$ cat config.mk
export PLATFORM = sky130hd
export DESIGN_NAME = pwm_bank
export DESIGN_NICKNAME = d
export VERILOG_FILES = /design/src/rtl/pwm_pkg.sv /design/src/rtl/pwm_regfile.sv /design/src/rtl/pwm_channel.sv /design/src/rtl/pwm_bank.sv
export SDC_FILE = /design/constraint.sdc
export NUM_CORES = 2
export LEC_CHECK = 0
export ABC_AREA = 1
export BUFFER_PORTS_ARGS = -buffer_cell sky130_fd_sc_hd__buf_4
export CAP_MARGIN = 0
export CELL_PAD_IN_SITES_DETAIL_PLACEMENT = 0
export CELL_PAD_IN_SITES_GLOBAL_PLACEMENT = 1
export CORE_ASPECT_RATIO = 1.25
export CORE_MARGIN = 8
export CORE_UTILIZATION = 30
export CTS_CLUSTER_SIZE = 30
export DETAILED_ROUTE_END_ITERATION = 10
export GPL_TIMING_DRIVEN = 0
export PLACE_DENSITY = 0.7
export SLEW_MARGIN = 40
export SYNTH_ARGS = -nofsm -noshare
export SYNTH_HDL_FRONTEND = slang
export SYNTH_SLANG_ARGS = --single-unit
$ cat constraint.sdc
create_clock -name clk -period 3.1 [get_ports clk]
set_clock_uncertainty 0.2 [all_clocks]
set_input_delay 0.62 -clock clk [delete_from_list [all_inputs] [get_ports clk]]
set_output_delay 0.62 -clock clk [all_outputs]
set_load 0.03 [all_outputs]
$ cat src/rtl/pwm_pkg.sv
package pwm_pkg;

    localparam int TICK_W = 32;
    localparam int IDX_W  = 8;

    typedef logic [TICK_W-1:0] tick_t;

    // active or shadow settings of one channel
    typedef struct packed {
        tick_t high;
        tick_t period;
    } pwm_cfg_t;

    typedef enum logic {
        FIELD_HIGH   = 1'b0,
        FIELD_PERIOD = 1'b1
    } field_e;

    typedef struct packed {
        logic             hit;
        logic [IDX_W-1:0] ch;
        field_e           field;
    } reg_sel_t;

    // Byte offset -> channel / field; word-aligned offsets below nch*8 hit.
    function automatic reg_sel_t decode_addr(input logic [31:0] a, input int unsigned nch);
        reg_sel_t s;
        s.hit   = (a[1:0] == 2'b00) && ({3'b000, a[31:3]} < nch);
        s.ch    = a[IDX_W+2:3];
        s.field = a[2] ? FIELD_PERIOD : FIELD_HIGH;
        return s;
    endfunction

    function automatic logic cfg_runs(input pwm_cfg_t c);
        return c.period != '0;
    endfunction

endpackage

$ cat src/rtl/pwm_regfile.sv
module pwm_regfile
    import pwm_pkg::*;
#(
    parameter int NUM_CH = 4,
    parameter int ADDR_W = 6
) (
    input  logic                     clk,
    input  logic                     rst,
    input  logic                     psel,
    input  logic                     penable,
    input  logic                     pwrite,
    input  logic [ADDR_W-1:0]        paddr,
    input  logic [TICK_W-1:0]        pwdata,
    output logic [TICK_W-1:0]        prdata,
    output pwm_cfg_t [NUM_CH-1:0]    shadow_o
);

    logic [31:0] addr_ext;
    reg_sel_t    sel;
    logic        wr_en;

    assign addr_ext = 32'(paddr);
    assign sel      = decode_addr(addr_ext, NUM_CH);
    assign wr_en    = psel && penable && pwrite;

    for (genvar g = 0; g < NUM_CH; g++) begin : g_shadow
        always_ff @(posedge clk) begin
            if (rst) begin
                shadow_o[g] <= '0;
            end else if (wr_en && sel.hit && (sel.ch == IDX_W'(g))) begin
                if (sel.field == FIELD_PERIOD) shadow_o[g].period <= pwdata;
                else                           shadow_o[g].high   <= pwdata;
            end
        end
    end

    always_comb begin
        prdata = '0;
        if (psel && sel.hit) begin
            for (int i = 0; i < NUM_CH; i++) begin
                if (sel.ch == IDX_W'(i))
                    prdata = (sel.field == FIELD_PERIOD) ? shadow_o[i].period : shadow_o[i].high;
            end
        end
    end

    assert_unmapped_write_ignored_R3: assert property (@(posedge clk) disable iff (rst)
        (wr_en && !sel.hit) |=> $stable(shadow_o));

    assert_unmapped_read_zero_R3: assert property (@(posedge clk) disable iff (rst)
        (psel && !sel.hit) |-> (prdata == '0));

endmodule

$ cat src/rtl/pwm_channel.sv
module pwm_channel
    import pwm_pkg::*;
(
    input  logic     clk,
    input  logic     rst,
    input  pwm_cfg_t shadow_i,
    output logic     pwm_o,
    output logic     wrap_o
);

    pwm_cfg_t act_q;
    tick_t    cnt_q;
    logic     run_q;
    logic     start;
    logic     load;

    assign wrap_o = run_q && (cnt_q == act_q.period - 1'b1);
    assign start  = !run_q && cfg_runs(shadow_i);
    assign load   = start || wrap_o;
    assign pwm_o  = !run_q || (cnt_q < act_q.high);

    always_ff @(posedge clk) begin
        if (rst) begin
            act_q <= '0;
            cnt_q <= '0;
            run_q <= 1'b0;
        end else if (load) begin
            act_q <= shadow_i;
            cnt_q <= '0;
            run_q <= cfg_runs(shadow_i);
        end else if (run_q) begin
            cnt_q <= cnt_q + 1'b1;
        end
    end

    assert_wrap_restarts_R9: assert property (@(posedge clk) disable iff (rst)
        wrap_o |=> (cnt_q == '0));

    assert_count_advances_R4: assert property (@(posedge clk) disable iff (rst)
        (run_q && !wrap_o) |=> (run_q && (cnt_q == $past(cnt_q) + 1'b1)));

    assert_count_in_range_R4: assert property (@(posedge clk) disable iff (rst)
        run_q |-> (cnt_q < act_q.period));

    assert_hold_midcycle_R6: assert property (@(posedge clk) disable iff (rst)
        (run_q && !wrap_o) |=> $stable(act_q));

    assert_load_at_boundary_R6: assert property (@(posedge clk) disable iff (rst)
        wrap_o |=> (act_q == $past(shadow_i)));

    assert_start_next_clock_R7: assert property (@(posedge clk) disable iff (rst)
        (!run_q && (shadow_i.period != '0)) |=> (run_q && (cnt_q == '0)));

    assert_stop_idle_high_R8: assert property (@(posedge clk) disable iff (rst)
        (wrap_o && (shadow_i.period == '0)) |=> (pwm_o && !wrap_o));

endmodule

$ cat src/rtl/pwm_bank.sv
module pwm_bank
    import pwm_pkg::*;
#(
    parameter int NUM_CH = 4,
    parameter int ADDR_W = 6
) (
    input  logic              clk,
    input  logic              rst,
    input  logic              psel,
    input  logic              penable,
    input  logic              pwrite,
    input  logic [ADDR_W-1:0] paddr,
    input  logic [31:0]       pwdata,
    output logic [31:0]       prdata,
    output logic [NUM_CH-1:0] pwm_out,
    output logic [NUM_CH-1:0] cycle_end
);

    pwm_cfg_t [NUM_CH-1:0] shadow;

    pwm_regfile #(.NUM_CH(NUM_CH), .ADDR_W(ADDR_W)) u_regs (
        .clk      (clk),
        .rst      (rst),
        .psel     (psel),
        .penable  (penable),
        .pwrite   (pwrite),
        .paddr    (paddr),
        .pwdata   (pwdata),
        .prdata   (prdata),
        .shadow_o (shadow)
    );

    for (genvar g = 0; g < NUM_CH; g++) begin : g_ch
        pwm_channel u_ch (
            .clk      (clk),
            .rst      (rst),
            .shadow_i (shadow[g]),
            .pwm_o    (pwm_out[g]),
            .wrap_o   (cycle_end[g])
        );
    end

    assert_reset_outputs_R1: assert property (@(posedge clk)
        rst |=> (&pwm_out && (cycle_end == '0)));

endmodule

# --- Word-level counts from Yosys, hierarchy flattened ---
# Cells that the tools add are included.
word_totals:
  ff_bits: 644
op_classes:
  reduce_logical: 47
  add_sub_neg: 8
  bitwise: 1
  n_lt_le_gt_ge: 5
  n_mux: 10
  eq_ne: 7
op_table:
  columns: ["operator", "count"]
  rows:
  - ["32-bit 2-to-1 mux", 9]
  - ["32-bit by 1-bit adder with 32-bit output, second input constant", 4]
  - ["32-bit equality test", 4]
  - ["32-bit < comparator", 4]
  - ["32-bit nonzero test", 4]
  - ["32-bit by 1-bit subtractor with 32-bit output, second input constant", 4]
  - ["1-bit logical AND", 17]
  - ["2-bit AND reduction", 8]
  - ["8-bit logical NOT", 1]
  - ["1-bit logical OR", 8]
  - ["2-bit OR reduction", 4]
  - ["3-bit by 2-bit equality test with 1-bit output, second input constant", 2]
  - ["1-bit logical NOT", 4]
  - ["3-bit by 1-bit equality test with 1-bit output, second input constant", 1]
  - ["3-bit < comparator, second input constant", 1]
  - ["2-bit logical NOT", 1]
  - ["1-bit 2-to-1 mux", 1]
  - ["1-bit NOT", 1]

# --- Depth between registers and ports, before layout ---
depth:
  word_depth: 7
  ltp_mapped: 20

# --- Hierarchy ---
# Synthesis repeated with hierarchy kept, for this count alone.
unflattened:
  cells_unflattened: 6737
  area_unflattened_um2: 41253.3
modules_own_cells:
  columns: ["mod", "cells_per_inst", "area_each_um2", "n_inst"]
  rows:
  - ["pwm_channel (g_ch[1].u_ch ...)", 1067, 6700.2, 3]
  - ["pwm_regfile", 2517, 14670.3, 1]
  - ["pwm_channel (g_ch[0].u_ch)", 1019, 6482.5, 1]

# --- Worst setup path after synthesis ---
# OpenSTA, ideal clock, no wires.
synth_path:
  path_kind: "in2out"
  start: "input paddr[2]"
  end: "output prdata[19]"
  slack_ps: -852
  required_time_ps: 2280
  arrival_ps: 3132
  n_path_buf: 3
  stages: 7
  cell_sequence: "clkbuf_1 clkbuf_1 clkbuf_1 a21oi_1 o21ai_0 a21oi_1 a2111oi_0"
synth_via:
  elab_chain_len: 7
  word_cells_on_any_way: 10
  classes_between: "mux: 10"
synth_rtl:
  columns: ["item", "line_no", "text"]
  rows:
  - ["start, declared", "pwm_bank.sv:12", "input logic [ADDR_W-1:0] paddr,"]
  - ["1-bit 2-to-1 mux *", "pwm_pkg.sv:30", "s.field = a[2] ? FIELD_PERIOD : FIELD_HIGH;"]
  - ["32-bit 2-to-1 mux", "pwm_regfile.sv:42", "prdata = (sel.field == FIELD_PERIOD) ? shadow_o[i].period : shadow_o[i].high;"]
  - ["32-bit 2-to-1 mux (3 in a row)", "pwm_regfile.sv:41", "if (sel.ch == IDX_W'(i))"]
  - ["32-bit 2-to-1 mux *", "pwm_regfile.sv:41", null]
  - ["32-bit 2-to-1 mux *", "pwm_regfile.sv:39", "if (psel && sel.hit) begin"]
  - ["end, declared", "pwm_bank.sv:14", "output logic [31:0] prdata,"]
# Mark *: on every way between the ends. The rest lies on a longest branch, timed or not.

# --- Worst setup path in the final report ---
layout_path:
  start: "register g_ch[2].u_ch.act_q[0] (netlist name)"
  end: "output cycle_end[2]"
layout_via:
  elab_chain_len: 3
layout_rtl:
  columns: ["item", "line_no", "text"]
  rows:
  - ["start, declared", "pwm_channel.sv:11", "pwm_cfg_t act_q;"]
  - ["start signal, assigned", "pwm_channel.sv:28", "act_q <= shadow_i;"]
  - ["32-bit by 1-bit subtractor with 32-bit output", "pwm_channel.sv:17", "assign wrap_o = run_q && (cnt_q == act_q.period - 1'b1);"]
  - ["32-bit equality test", "pwm_channel.sv:17", null]
  - ["1-bit logical AND", "pwm_channel.sv:17", null]
  - ["end, declared", "pwm_bank.sv:16", "output logic [NUM_CH-1:0] cycle_end"]
# No other way between the ends.

==> results_dict.tcl <==
set metrics [dict create \
    cts.clk_slew.worst_paths_ps 60 \
    synth.avg_cell_area_um2 6.63 \
    hp-start "rst" \
    grt_pass1_wl_mm 230 \
    crit_fanout 6 \
    place_area_mm2 0.0398 \
    drive_gt1_share_pct 17.6 \
    vias_per_cell 5.00 \
    antenna_found_initial 11 \
    finalWorstSetupSlack_ps -553 \
    placed_cells 7253 \
    path_cells "inv_2, buf_4, nand2_4, nor2_4, buf_6, buf_4, nand3_1, xor2_2, nand2_1, nand2_1, nor2_1, nand2_1, nor2_4, nand2_4, buf_12, inv_8, buf_6" \
    numCtsBuffers 74 \
    fin_cells 7500 \
    ir_worst_vdd_uv 370 \
    synth_cell_types 49 \
    slowest_stage "dfxtp_2" \
    hold_end "g_ch[1].u_ch.run_q$_SDFFE_PP0P_" \
    synth-seq-cells 644 \
    dieArea_mm2 0.135 \
    fill_cells 13000 \
    worstSetupPathType "reg2out" \
    numClockSinks 644 \
    endpoint_kind "output pin" \
    synth_edf_count 0 \
    grt_max_degree 19 \
    port_buffers 81 \
    drc_errors 0 \
    initial_utilization_pct 30.1 \
    period_minus_slack_ps 3650 \
    cts_max_level 3 \
    hp-class "in2reg" \
    relSlewSlack_pct 43.4 \
    ys_warn_count 0 \
    p_leak_nw 20.3 \
    crit_path_frequent_cell "nand2_1" \
    finalSetupTns_ps -3130 \
    hpwl_mm 121 \
    synth_cells 5566 \
    clockBufferDepth 3 \
    place_ws_ps -1460 \
    overflow 0 \
    tritoncts "done" \
    cts_root_buffer "clkbuf_16" \
    die-height_um 408 \
    nets 6006 \
    final.period_utilization_pct 118 \
    vias 37500 \
    clkLatencyLatePin_ps 670 \
    reg2reg_slack_ps 110 \
    violations "setup timing" \
    worst_pin_slew_ps 849 \
    drtPass1Iterations 7 \
    synth_nets 5741 \
    worstReg2RegStart "g_ch[1].u_ch.act_q[0]$_SDFFE_PP0P_" \
    fin_hold_ws_ps 127 \
    wl_per_cell_um 20.9 \
    slew_violations 0 \
    globalRouteTotalUtil_pct 22.4 \
    first_global_vias 36400 \
    area_delta_synth_final_pct 25.6 \
    synth-seq-area-share_pct 34.9 \
    gp_congestion 0.958 \
    wl_mm 156 \
    core_mm2 0.123 \
    hold_viol 0 \
    path_delay_family "simple AND/OR/NAND/NOR gates" \
    core.rowCount 144 \
    utilization_pct 37.8 \
    whs_path_depth 2 \
    synth.cell_area_mm2 0.0369 \
    p_per_area_mw_per_mm2 487 \
    cp_num_buf_inv 7 \
    clock.fmax_mhz 274 \
    yosys_most_used_dff "dfxtp_1" \
    final_area_mm2 0.0464 \
    cpPeakStageDelay_ps 330 \
    reg2regPathDepth 19 \
    r2r-end "g_ch[1].u_ch.cnt_q[21]$_SDFFE_PP0P_" \
    required_ps 2280 \
    drv_cap 0 \
    ioPinCount 83 \
    start_kind "register" \
    cp.arrival_ps 2830 \
    hold_buffers 0 \
    async_flop_share_pct 0 \
    status "complete, but fails checks" \
    rsz0062_at_grt "yes" \
    ant_nets 0 \
    drt-initial-drc-count 2715 \
    finalPower_mw 22.6 \
    die_w_um 330 \
    finalSetupViolations 20 \
]
-- synth_stat cells, types with 4 or more instances --
cell | instances | share of area [%]
nor2_2 | 24 | 0.41
clkbuf_1 | 184 | 1.9
nand3_2 | 4 | 0.11
clkinv_1 | 5 | 0.051
nor4_1 | 38 | 0.64
buf_4 | 22 | 0.45
a221oi_1 | 21 | 0.50
nand3_1 | 429 | 5.8
nand2_2 | 8 | 0.14
or2_2 | 8 | 0.14
nor3_1 | 42 | 0.57
nand2_1 | 918 | 9.3
o211ai_1 | 25 | 0.51
xor2_1 | 157 | 3.7
nand4_1 | 96 | 1.6
nand3b_1 | 18 | 0.37
inv_1 | 713 | 7.2
a211oi_1 | 24 | 0.49
o21bai_1 | 5 | 0.10
nor2_4 | 6 | 0.18
o31ai_1 | 4 | 0.081
nor2_1 | 810 | 8.2
buf_6 | 23 | 0.70
dfxtp_1 | 644 | 35
ha_1 | 132 | 4.5
inv_2 | 17 | 0.17
o21ai_1 | 10 | 0.14
a2111oi_0 | 20 | 0.47
buf_2 | 40 | 0.54
a21oi_1 | 622 | 8.4
xnor2_1 | 63 | 1.5
a21o_1 | 5 | 0.10
o221ai_1 | 5 | 0.12
and3_1 | 4 | 0.068
o21ai_0 | 382 | 5.2
buf_1 | 22 | 0.22
-- cells in the final DEF, fill, tap and decap left out, drive strengths merged, types with 11 or more instances in the layout --
master   netlist  final
nand2        926    926
xnor2         63     63
nor3          42     42
nand3        433    433
nand3b        18     18
nand4         96     96
o21ai        392    392
xor2         157    157
inv          730    734
clkinv         5     16
or2           11     11
dfxtp        644    644
ha           132    132
a221oi        21     21
a21oi        622    622
nor2         840    840
a2111oi       20     20
a211oi        24     24
buf          107    297
clkbuf       185    293
nor4          39     39
o211ai        25     25
-- registers in the layout (all words and copies together) (netlist names) --
| signal | cells |
|---|---|
| g_ch.u_ch.cnt_q | 128 |
| u_regs.shadow_o | 256 |
| g_ch.u_ch.act_q | 256 |
| g_ch.u_ch.run_q | 4 |
-- worst reg2reg max path: cells and delay by family, from the launching register on --
kind,cells,cell delay (ps)
adder cells (fa/ha/maj),1,150
buffers and inverters,5,710
flip-flops,1,340
AND/OR/NAND/NOR,13,1470
-- how the worst max path moves through the flow --
stage | depth (start not counted) | start | end
2_1_floorplan | 7 | paddr[4] | prdata[30]
3_3_place_gp | 7 | paddr[2] | prdata[2]
3_5_place_dp | 7 | paddr[2] | prdata[5]
4_1_cts | 16 | g_ch[2].u_ch.act_q[1]$_SDFFE_PP0P_ | cycle_end[2]
5_1_grt | 16 | g_ch[2].u_ch.act_q[0]$_SDFFE_PP0P_ | cycle_end[2]
6_report | 17 | g_ch[2].u_ch.act_q[0]$_SDFFE_PP0P_ | cycle_end[2]
-- report_power, final --
group | internal [mW] | switching [mW] | leakage [nW] | total (mW)
clock network | 5.10 | 3.84 | 1.17 | 8.94
registers | 8.42 | 0.138 | 5.24 | 8.56
logic | 1.84 | 3.26 | 13.8 | 5.10
total | 15.4 | 7.24 | 20.3 | 22.6
-- area by class of cell --
cell class | instances | area (um2) | area share, %
antenna | 8 | 20.0 | 0.0432
multi-input combinational | 3895 | 22500 | 48.6
sequential | 644 | 13000 | 28.1
tap | 1606 | 2010 | 4.33
buffer | 283 | 1770 | 3.83
inverter | 735 | 2790 | 6.01
timing repair buffer | 198 | 1820 | 3.93
clock inverter | 22 | 236 | 0.510
clock buffer | 109 | 2160 | 4.67
-- kinds of logic (layout without fill, tap and decap cells) --
| family | count (synthesis) | in the layout | synth area share, % |
|---|---|---|---|
| AO/OA/AOI/OAI | 1129 | 1129 | 16.2 |
| flip-flops | 644 | 644 | 34.9 |
| adder cells (fa/ha/maj) | 132 | 132 | 4.47 |
| AND/OR/NAND/NOR | 2411 | 2411 | 27.7 |
| XOR/XNOR | 222 | 222 | 5.34 |
| multiplexers | 1 | 1 | 0.0271 |
| other | 0 | 8 | 0 |
| buffers and inverters | 1027 | 1347 | 11.3 |
-- layer usage --
metal | GRT usage [%] | vias up | part of all wire [%]
met5 | 0 | - | 0.022
li1 | - | 18700 | -
met4 | 12.6 | 6 | 6.3
met1 | 27.2 | 17400 | 41
met2 | 37.9 | 1057 | 47
met3 | 2.90 | 380 | 5.3
-- timing repair --
action / CTS / global route
gates cloned: 2 / 8
buffers inserted: 86 / 29
endpoints found under the setup margin: 389 / 375
resized for setup: 585 / 358
pin swaps: 150 / 120
No activity file was read; power rests on OpenSTA's default activity.
